==> src/rtl/irq_rotprio_pkg.sv <==
package irq_rotprio_pkg;
  // default controller geometry
  localparam int unsigned DEF_LINES   = 8;
  localparam int unsigned DEF_CASCADE = 2;
endpackage

==> src/rtl/irq_rst_sync.sv <==
module irq_rst_sync (
  input  logic clk,
  input  logic rst_n,
  output logic rst_sn
);
  logic [1:0] sync_q;

  always_ff @(posedge clk or negedge rst_n) begin
    if (!rst_n) sync_q <= 2'b00;
    else        sync_q <= {sync_q[0], 1'b1};
  end

  assign rst_sn = sync_q[1];
endmodule

==> src/rtl/irq_capture.sv <==
module irq_capture #(
  parameter int unsigned N_LINES = 8
) (
  input  logic               clk,
  input  logic               rst_n,
  input  logic               init_clr,
  input  logic [N_LINES-1:0] lines,
  input  logic [N_LINES-1:0] trig,
  input  logic [N_LINES-1:0] ack_clr,
  output logic [N_LINES-1:0] irr_q
);
  logic [N_LINES-1:0] prev_q;
  logic [N_LINES-1:0] irr_nxt;
  logic [N_LINES-1:0] prev_nxt;

  always_comb begin
    for (int i = 0; i < N_LINES; i++) begin
      if (init_clr) begin
        irr_nxt[i]  = 1'b0;
        prev_nxt[i] = 1'b0;
      end else if (trig[i]) begin
        irr_nxt[i]  = lines[i];
        prev_nxt[i] = lines[i];
      end else begin
        irr_nxt[i]  = (irr_q[i] & ~ack_clr[i]) | (lines[i] & ~prev_q[i]);
        prev_nxt[i] = lines[i];
      end
    end
  end

  always_ff @(posedge clk or negedge rst_n) begin
    if (!rst_n) begin
      irr_q  <= '0;
      prev_q <= '0;
    end else begin
      irr_q  <= irr_nxt;
      prev_q <= prev_nxt;
    end
  end

  for (genvar i = 0; i < N_LINES; i++) begin : g_chk

    edge_rise_only_chk: assert property (@(posedge clk) disable iff (!rst_n)
      ($rose(irr_q[i]) && !$past(trig[i])) |-> ($past(lines[i]) && !$past(prev_q[i])));

    level_follow_chk: assert property (@(posedge clk) disable iff (!rst_n)
      ($past(trig[i]) && !$past(init_clr)) |-> (irr_q[i] == $past(lines[i])));
  end
endmodule

==> src/rtl/irq_prio_find.sv <==
module irq_prio_find #(
  parameter  int unsigned N_LINES = 8,
  localparam int unsigned IDX_W   = $clog2(N_LINES)
) (
  input  logic [N_LINES-1:0] vec,
  input  logic [IDX_W-1:0]   base,
  output logic [IDX_W:0]     prio
);
  localparam int unsigned PRIO_W = IDX_W + 1;

  logic [N_LINES-1:0] rot;

  // rank p looks at line (p + base) mod N_LINES
  for (genvar p = 0; p < N_LINES; p++) begin : g_rot
    assign rot[p] = vec[IDX_W'(p) + base];
  end

  always_comb begin
    prio = PRIO_W'(N_LINES);
    for (int p = N_LINES - 1; p >= 0; p--) begin
      if (rot[p]) prio = PRIO_W'(p);
    end
  end
endmodule

==> src/rtl/irq_rotprio_core.sv <==
module irq_rotprio_core
  import irq_rotprio_pkg::*;
#(
  parameter  int unsigned N_LINES   = DEF_LINES,
  parameter  int unsigned CASC_LINE = DEF_CASCADE,
  localparam int unsigned IDX_W     = $clog2(N_LINES)
) (
  input  logic               clk,
  input  logic               rst_n,
  input  logic               init_clr,
  input  logic [N_LINES-1:0] irq_lines,
  input  logic [N_LINES-1:0] irq_mask,
  input  logic               trig_we,
  input  logic [N_LINES-1:0] trig_din,
  input  logic [IDX_W-1:0]   prio_base,
  input  logic               spec_mask_en,
  input  logic               nest_casc_en,
  input  logic               is_master,
  input  logic               ack,
  input  logic               eoi_en,
  input  logic [IDX_W-1:0]   eoi_line,
  output logic               int_pend,
  output logic [IDX_W-1:0]   int_line
);
  localparam logic [N_LINES-1:0] CASC_OH = N_LINES'(1) << CASC_LINE;

  logic               rst_sn;
  logic [N_LINES-1:0] trig_q;
  logic [N_LINES-1:0] irr_q;
  logic [N_LINES-1:0] isr_q, isr_nxt;
  logic [N_LINES-1:0] win_oh, eoi_oh, ack_clr, casc_ex;
  logic [N_LINES-1:0] req_vec, cur_vec;
  logic [IDX_W:0]     req_prio, cur_prio;
  logic               ack_take;
  logic               pend_q, pend_nxt;
  logic [IDX_W-1:0]   line_q, line_nxt;

  irq_rst_sync u_rst (
    .clk    (clk),
    .rst_n  (rst_n),
    .rst_sn (rst_sn)
  );

  // trigger select: hardware reset only, untouched by init_clr
  always_ff @(posedge clk or negedge rst_sn) begin
    if (!rst_sn)      trig_q <= '0;
    else if (trig_we) trig_q <= trig_din;
  end

  assign ack_take = ack & pend_q;
  assign win_oh   = N_LINES'(1) << line_q;
  assign eoi_oh   = N_LINES'(1) << eoi_line;
  assign ack_clr  = ack_take ? win_oh : '0;

  irq_capture #(.N_LINES(N_LINES)) u_cap (
    .clk      (clk),
    .rst_n    (rst_sn),
    .init_clr (init_clr),
    .lines    (irq_lines),
    .trig     (trig_q),
    .ack_clr  (ack_clr),
    .irr_q    (irr_q)
  );

  // resolver inputs
  assign casc_ex = (nest_casc_en && is_master) ? CASC_OH : '0;
  assign req_vec = irr_q & ~irq_mask;
  assign cur_vec = isr_q & (spec_mask_en ? ~irq_mask : '1) & ~casc_ex;

  irq_prio_find #(.N_LINES(N_LINES)) u_req_find (
    .vec  (req_vec),
    .base (prio_base),
    .prio (req_prio)
  );

  irq_prio_find #(.N_LINES(N_LINES)) u_cur_find (
    .vec  (cur_vec),
    .base (prio_base),
    .prio (cur_prio)
  );

  // next state
  always_comb begin
    isr_nxt = isr_q;
    if (ack_take) isr_nxt = isr_nxt | win_oh;
    if (eoi_en)   isr_nxt = isr_nxt & ~eoi_oh;
    if (init_clr) isr_nxt = '0;

    pend_nxt = (req_prio < cur_prio) && !init_clr;
    line_nxt = pend_nxt ? IDX_W'(req_prio[IDX_W-1:0] + prio_base) : '0;
  end

  always_ff @(posedge clk or negedge rst_sn) begin
    if (!rst_sn) begin
      isr_q  <= '0;
      pend_q <= 1'b0;
      line_q <= '0;
    end else begin
      isr_q  <= isr_nxt;
      pend_q <= pend_nxt;
      line_q <= line_nxt;
    end
  end

  assign int_pend = pend_q;
  assign int_line = line_q;

  for (genvar i = 0; i < N_LINES; i++) begin : g_isr_chk

    isr_from_ack_chk: assert property (@(posedge clk) disable iff (!rst_sn)
      $rose(isr_q[i]) |-> ($past(ack) && $past(pend_q) && ($past(line_q) == IDX_W'(i))));
  end


  idle_drop_chk: assert property (@(posedge clk) disable iff (!rst_sn)
    (req_vec == '0) |=> !pend_q);


  trig_hold_chk: assert property (@(posedge clk) disable iff (!rst_sn)
    !trig_we |=> $stable(trig_q));


  masked_winner_chk: assert property (@(posedge clk) disable iff (!rst_sn)
    (irq_mask == '1) |=> !pend_q);
endmodule

==> config.mk <==
export PLATFORM = sky130hd
export DESIGN_NAME = irq_rotprio_core
export DESIGN_NICKNAME = d
export VERILOG_FILES = /design/src/rtl/irq_rotprio_pkg.sv /design/src/rtl/irq_rst_sync.sv /design/src/rtl/irq_capture.sv /design/src/rtl/irq_prio_find.sv /design/src/rtl/irq_rotprio_core.sv
export SDC_FILE = /design/constraint.sdc
export NUM_CORES = 1
export LEC_CHECK = 0
export BUFFER_PORTS_ARGS = -buffer_cell sky130_fd_sc_hd__buf_2
export CAP_MARGIN = 30
export CORE_ASPECT_RATIO = 1.4
export CORE_MARGIN = 4
export CORE_UTILIZATION = 40
export DETAILED_ROUTE_END_ITERATION = 8
export GPL_ROUTABILITY_DRIVEN = 0
export PLACE_DENSITY = 0.71
export REMOVE_ABC_BUFFERS = 1
export SLEW_MARGIN = 20
export SYNTH_ARGS = -nofsm -noshare
export SYNTH_HDL_FRONTEND = slang
export SYNTH_SLANG_ARGS = --single-unit
==> constraint.sdc <==
create_clock -name clk -period 3.5 [get_ports clk]
set_input_delay 0 -clock clk [delete_from_list [all_inputs] [get_ports clk]]
set_output_delay 0 -clock clk [all_outputs]
set_load 0.02 [all_outputs]
Yosys cells after proc, flatten, opt, wreduce, memory -nomap -nowiden
Index checks and enable logic that the tools add are counted.
- register bits: 38
- bits of input ports: 39
- word-level logic and storage cells: 157
- add/subtract/negate cells: 8
- $lt $le $gt $ge: 9
- shift operators: 2
- muxes and demuxes: 79
- bitwise operators: 49
- reduce and logical (&&, ||, !) cells: 3
- operator list (cell ; count):
    $mux W4 ; 16
    $bmux W1 S3 ; 16
    $mux W1 ; 40
    $mux W8 ; 5
    $and A8 B8 Y8 ; 4
    $lt A3 B4 Y1 const B ; 8
    $and A1 B1 Y1 ; 17
    $not A1 Y1 ; 16
    $not A8 Y8 ; 2
    $shl A1 B3 Y8 const A ; 2
    $add A3 B3 Y3 const A ; 4
    $not A3 Y8 ; 1
    $or A1 B1 Y1 ; 8
    $or A8 B8 Y8 ; 1
    $add A2 B3 Y3 const A ; 2
    $mux W3 ; 2
    $lt A4 B4 Y1 ; 1
    $add A1 B3 Y3 const A ; 1
    $add A3 B3 Y3 ; 1
    $logic_and A1 B1 Y1 ; 2
    $logic_not A1 Y1 ; 1

Depth between registers and ports, before layout
- depth after elaboration: 17
- mapped depth: 17
- gate-level depth less buffers: 15

Cells and area by module
Synthesis repeated with hierarchy kept, for this count alone.
- cell total of the unflattened synthesis: 281
- area total of the unflattened synthesis: 3240.6 µm²
- modules (own cells, without submodules) (module ; times used ; cells each ; area each (µm²) ; sequential area each (µm²)):
    irq_prio_find ; 2 ; 63 ; 688.2 ; 0.0
    irq_rotprio_core ; 1 ; 103 ; 1108.6 ; 500.5
    irq_capture ; 1 ; 49 ; 701.9 ; 400.4
    irq_rst_sync ; 1 ; 3 ; 53.8 ; 50.0

Worst setup path before layout
Ideal clock, no wire load.
- path type: input-to-reg
- start: in prio_base[1]
- end: reg line_q[0], in the netlist int_line[0]
- setup time: 0.078 ns
- arrival time: 3.192 ns
- data required time: 3.422 ns
- setup slack: 0.231 ns
- cell stages on the path: 15
- path buffers: 2
- cell sequence: buf_4 clkinv_1 ha_1 clkbuf_1 mux4_2 mux2_2 nor3_1 o21ai_0 ha_1 a21o_1 a211oi_1 inv_1 a211oi_2 o211ai_2 a21boi_1
- word-level cells in the longest chain between the ends: 14
- RTL lines (item ; line ; source):
    start, declared ; irq_rotprio_core.sv:15 ; input logic [IDX_W-1:0] prio_base,
    $add A3 B3 Y3 ; irq_prio_find.sv:15 ; assign rot[p] = vec[IDX_W'(p) + base];
    $bmux W1 S3 ; irq_prio_find.sv:15 ;
    $mux W1 (not written as such) ; irq_prio_find.sv:15 ;
    $mux W4 (8 in series) ; irq_prio_find.sv:21 ; if (rot[p]) prio = PRIO_W'(p);
    $lt A4 B4 Y1 ; irq_rotprio_core.sv:89 ; pend_nxt = (req_prio < cur_prio) && !init_clr;
    $logic_and A1 B1 Y1 ; irq_rotprio_core.sv:89 ;
    $mux W3 * ; irq_rotprio_core.sv:90 ; line_nxt = pend_nxt ? IDX_W'(req_prio[IDX_W-1:0] + prio_base) : '0;
    named net line_nxt[0] ; irq_rotprio_core.sv:36 ; logic [IDX_W-1:0] line_q, line_nxt;
    end signal, assigned ; irq_rotprio_core.sv:101 ; line_q <= line_nxt;
    end, declared ; irq_rotprio_core.sv:36 ;
Mark *: on every way through the listed nets, which the timed path passes. The rest lies on a longest branch. The select of a mux whose other input is x is not followed.
A chain may end at the register's enable or synchronous reset.

Final worst setup path
- start: reg isr_q[1]
- end: reg line_q[1], in the netlist int_line[1]
- word-level cells in the longest chain between the ends: 15
- RTL lines (item ; line ; source):
    start, declared ; irq_rotprio_core.sv:30 ; logic [N_LINES-1:0] isr_q, isr_nxt;
    start signal, assigned ; irq_rotprio_core.sv:99 ; isr_q <= isr_nxt;
    $and A8 B8 Y8 * (2 in series) ; irq_rotprio_core.sv:68 ; assign cur_vec = isr_q & (spec_mask_en ? ~irq_mask : '1) & ~casc_ex;
    $bmux W1 S3 ; irq_prio_find.sv:15 ;
    $mux W1 (not written as such) ; irq_prio_find.sv:15 ;
    $mux W4 (7 in series) ; irq_prio_find.sv:21 ;
    $mux W4 * ; irq_prio_find.sv:21 ;
    $lt A4 B4 Y1 * ; irq_rotprio_core.sv:89 ;
    $logic_and A1 B1 Y1 * ; irq_rotprio_core.sv:89 ;
    $mux W3 * ; irq_rotprio_core.sv:90 ;
    named net line_nxt[1] ; irq_rotprio_core.sv:36 ;
Marks and branches as above.

==> results_dict.tcl <==
set metrics [dict create \
    cts_tree "done" \
    crit_start "isr_q[1]" \
    muxShareOfSynthArea 0.2436 \
    ff_latch_area_um2 950.9 \
    grt_pass1_wl_um 11010 \
    power_w 0.001327 \
    ir_drop_v 0.0003091 \
    clock_path_buffers 2 \
    synth_area_um2 2718 \
    multiInputGateArea_um2 1709 \
    fin_crit_sh 0.9201 \
    grt_overflow 0 \
    rr_endpoint "int_line[1]" \
    fin_nets 363 \
    tightest_slew_ps 815.5 \
    synth_top_area_cell "dfrtp_1" \
    cap_violations 0 \
    yosys.area_share.simple 0.1552 \
    final_hold_viol_count 0 \
    fin_tns_setup_ps 0 \
    seqPwrFrac 0.411 \
    outcome "finished clean" \
    crit_path_end_kind "flop" \
    drt_drc_violations_left 0 \
    whs_ps 22.13 \
    report.final.slew_viol_count 0 \
    antenna_found_initial 0 \
    top_layer "met4" \
    syn_avg_cell_area_um2 10.87 \
    cp_max_fo 4 \
    yosys_warnings 0 \
    core_area_um2 6613 \
    seq_area_frac_synth 0.3499 \
    num_io_pins 43 \
    rsz0062_at_grt "no" \
    cp-start-kind "flop" \
    p_int_w 0.0008689 \
    port_buffers 42 \
    combPwrFrac 0.358 \
    async_flop_share 1.000 \
    synth_compound_area_frac 0.1713 \
    cts_root_buf "clkbuf_8" \
    synth_top_family_by_area "multiplexers" \
    grt_max_degree 26 \
    viasPerCell 5.478 \
    p_sw_frac 0.3452 \
    synth_xor_area_frac 0.01565 \
    area_growth_pct 23.66 \
    dieArea_um2 8195 \
    met1Wirelength_um 2645 \
    p_leak_nw 1.465 \
    synthFlopType "dfrtp_1" \
    dr.pass1.iters 4 \
    yosys.area_share.adder 0.03499 \
    dpl.hpwl_um 5256 \
    fp.dieW_um 77.66 \
    cts-buffers-inserted 5 \
    start_util 0.4110 \
    nFillCells 614 \
    reg2reg_slack_ps 280 \
    wl_met2_um 3503 \
    num_vias 2246 \
    ant_nets 0 \
    synth_top_cell_area_share 0.3499 \
    finalSetupViolations 0 \
    synth_cells 250 \
    worstReg2RegStart "isr_q[1]" \
    p_clk_frac 0.232 \
    synth-edff-count 0 \
    slew-limit-headroom 0.4563 \
    r2r_cells 13 \
    wl_per_cell_um 16.08 \
    insertion_delay_ps 290 \
    fmax_mhz 310.5 \
    dr.first_iter.drc_count 48 \
    cts_sinks 38 \
    min_period_ps 3220 \
    hold_class "primary input to asynchronous set/reset pin" \
    cellPowerDensity_nw_per_um2 394.9 \
    routed-wl-met3_um 187 \
    clk_pin_slew_ps 70 \
    grt_usage 0.1688 \
    synthTopCellsByArea "dfrtp_1 (35%), mux2_2 (8.3%), mux4_2 (6.6%)" \
    ys_types 48 \
    ys_seq_elements 38 \
    rows 35 \
    grt_pass1_vias 2356 \
    ctsHtreeMaxLevel 2 \
    worstPathRequired_ps 3710 \
    post_cts_buffers 0 \
    die_y_um 105.5 \
    wirelength_um 6593 \
    skew_ps 4.997 \
    drive_gt1_frac 0.2956 \
    insertedDiodeCount 0 \
    arrival_ps 3430 \
    worstSetupPathType "flop to flop" \
    p_sw_w 0.0004581 \
]
[timing repair]
item | 4_1_cts | 5_1_grt
endpoints found under the setup margin | 0 | 4
hold buffers | 22 | 0
resized for setup | 0 | 11
endpoints found under the hold margin | 22 | 0
[cells in the final DEF (no fill, tap or decap), types with 6 or more instances in the layout]
master | synthesis | layout
nor2_1 | 14 | 13
a21boi_1 | 3 | 6
nor2b_1 | 15 | 15
clkbuf_8 | 0 | 6
dlygate4sd3_1 | 0 | 22
mux2i_1 | 11 | 10
nand2b_1 | 19 | 19
mux4_2 | 8 | 8
buf_2 | 1 | 42
mux2_2 | 20 | 20
a21oi_1 | 10 | 10
a32o_1 | 9 | 9
dfrtp_1 | 38 | 38
nand2_1 | 18 | 18
buf_4 | 1 | 6
ha_1 | 6 | 6
[registers in the layout (all words and copies together), names as in the netlist]
| name | count |
|---|---|
| isr_q | 8 |
| int_pend | 1 |
| u_rst.sync_q | 2 |
| u_cap.prev_q | 8 |
| int_line | 3 |
| trig_q | 8 |
| u_cap.irr_q | 8 |
[cells by family (layout without fill, tap and decap cells)]
family	after synthesis	in the layout
other cells	1	1
simple gates	81	81
mux	45	45
buf+inv	15	83
xor+xnor	4	4
flops	38	38
compound gates	59	59
fa+ha+maj	7	7
[worst max-delay path by stage]
stage                  end  slack (ps)  cells after the start
3_5_place_dp   int_line[1]          20                     16
5_1_grt        int_line[1]          50                     14
6_report       int_line[1]         280                     13
3_3_place_gp   int_line[1]         160                     13
4_1_cts        int_line[1]          70                     13
2_1_floorplan  int_line[0]         430                     13
[final cells by class]
class,instances,area share
Clock buffer,7,0.02569
Clock inverter,1,0.001489
Inverter,5,0.005585
Multi-Input combinational cell,197,0.5086
Sequential cell,38,0.2829
Tap cell,92,0.03425
Timing Repair Buffer,70,0.1415
[Yosys cell counts, types with 5 or more instances]
master,number
nor2_1,14
mux4_2,8
ha_1,6
a21oi_1,10
dfrtp_1,38
a32o_1,9
mux2_2,20
mux2i_1,11
clkbuf_1,6
nor2b_1,15
nand2b_1,19
mux4_1,5
a21boi_0,9
nand2_1,18
[metrics by stage]
stage	worst slack (ps)	instances	instance area (um2)	utilization
6_report	279.7	410	3361	0.5082
5_1_grt	45.89	410	3361	0.5082
2_1_floorplan	432.1	240	2660	-
4_1_cts	68.61	410	3342	0.5054
3_3_place_gp	160.2	380	3030	0.4583
3_5_place_dp	18.22	380	3030	0.4583
[worst max-delay path, stage by stage (launching register included)]
cell	delay, ps
dfrtp_1	380
a21boi_0	160
mux2_2	320
mux2_4	290
mux2_2	280
nor3_1	230
o21ai_0	140
ha_1	310
a21o_1	190
a211oi_2	230
inv_1	70
a211oi_2	210
o211ai_2	140
a21boi_1	170
[per-layer routing]
layer | vias to the layer above | track usage
li1 | 1081 | -
met5 | - | 0
met3 | 17 | 0.02821
met2 | 52 | 0.3088
met4 | 0 | 0.08906
met1 | 1096 | 0.1818
[power by group through the flow]
stage | Sequential, W | Combinational, W | Clock, W
global route | 0.000553 | 0.000527 | 0.000337
floorplan | 0.000562 | 0.000284 | 0
CTS | 0.000546 | 0.000469 | 0.000319
finish | 0.000545 | 0.000475 | 0.000308
global placement | 0.000552 | 0.000445 | 0
detailed placement | 0.000552 | 0.000447 | 0
(Power assumes the default switching activity.)
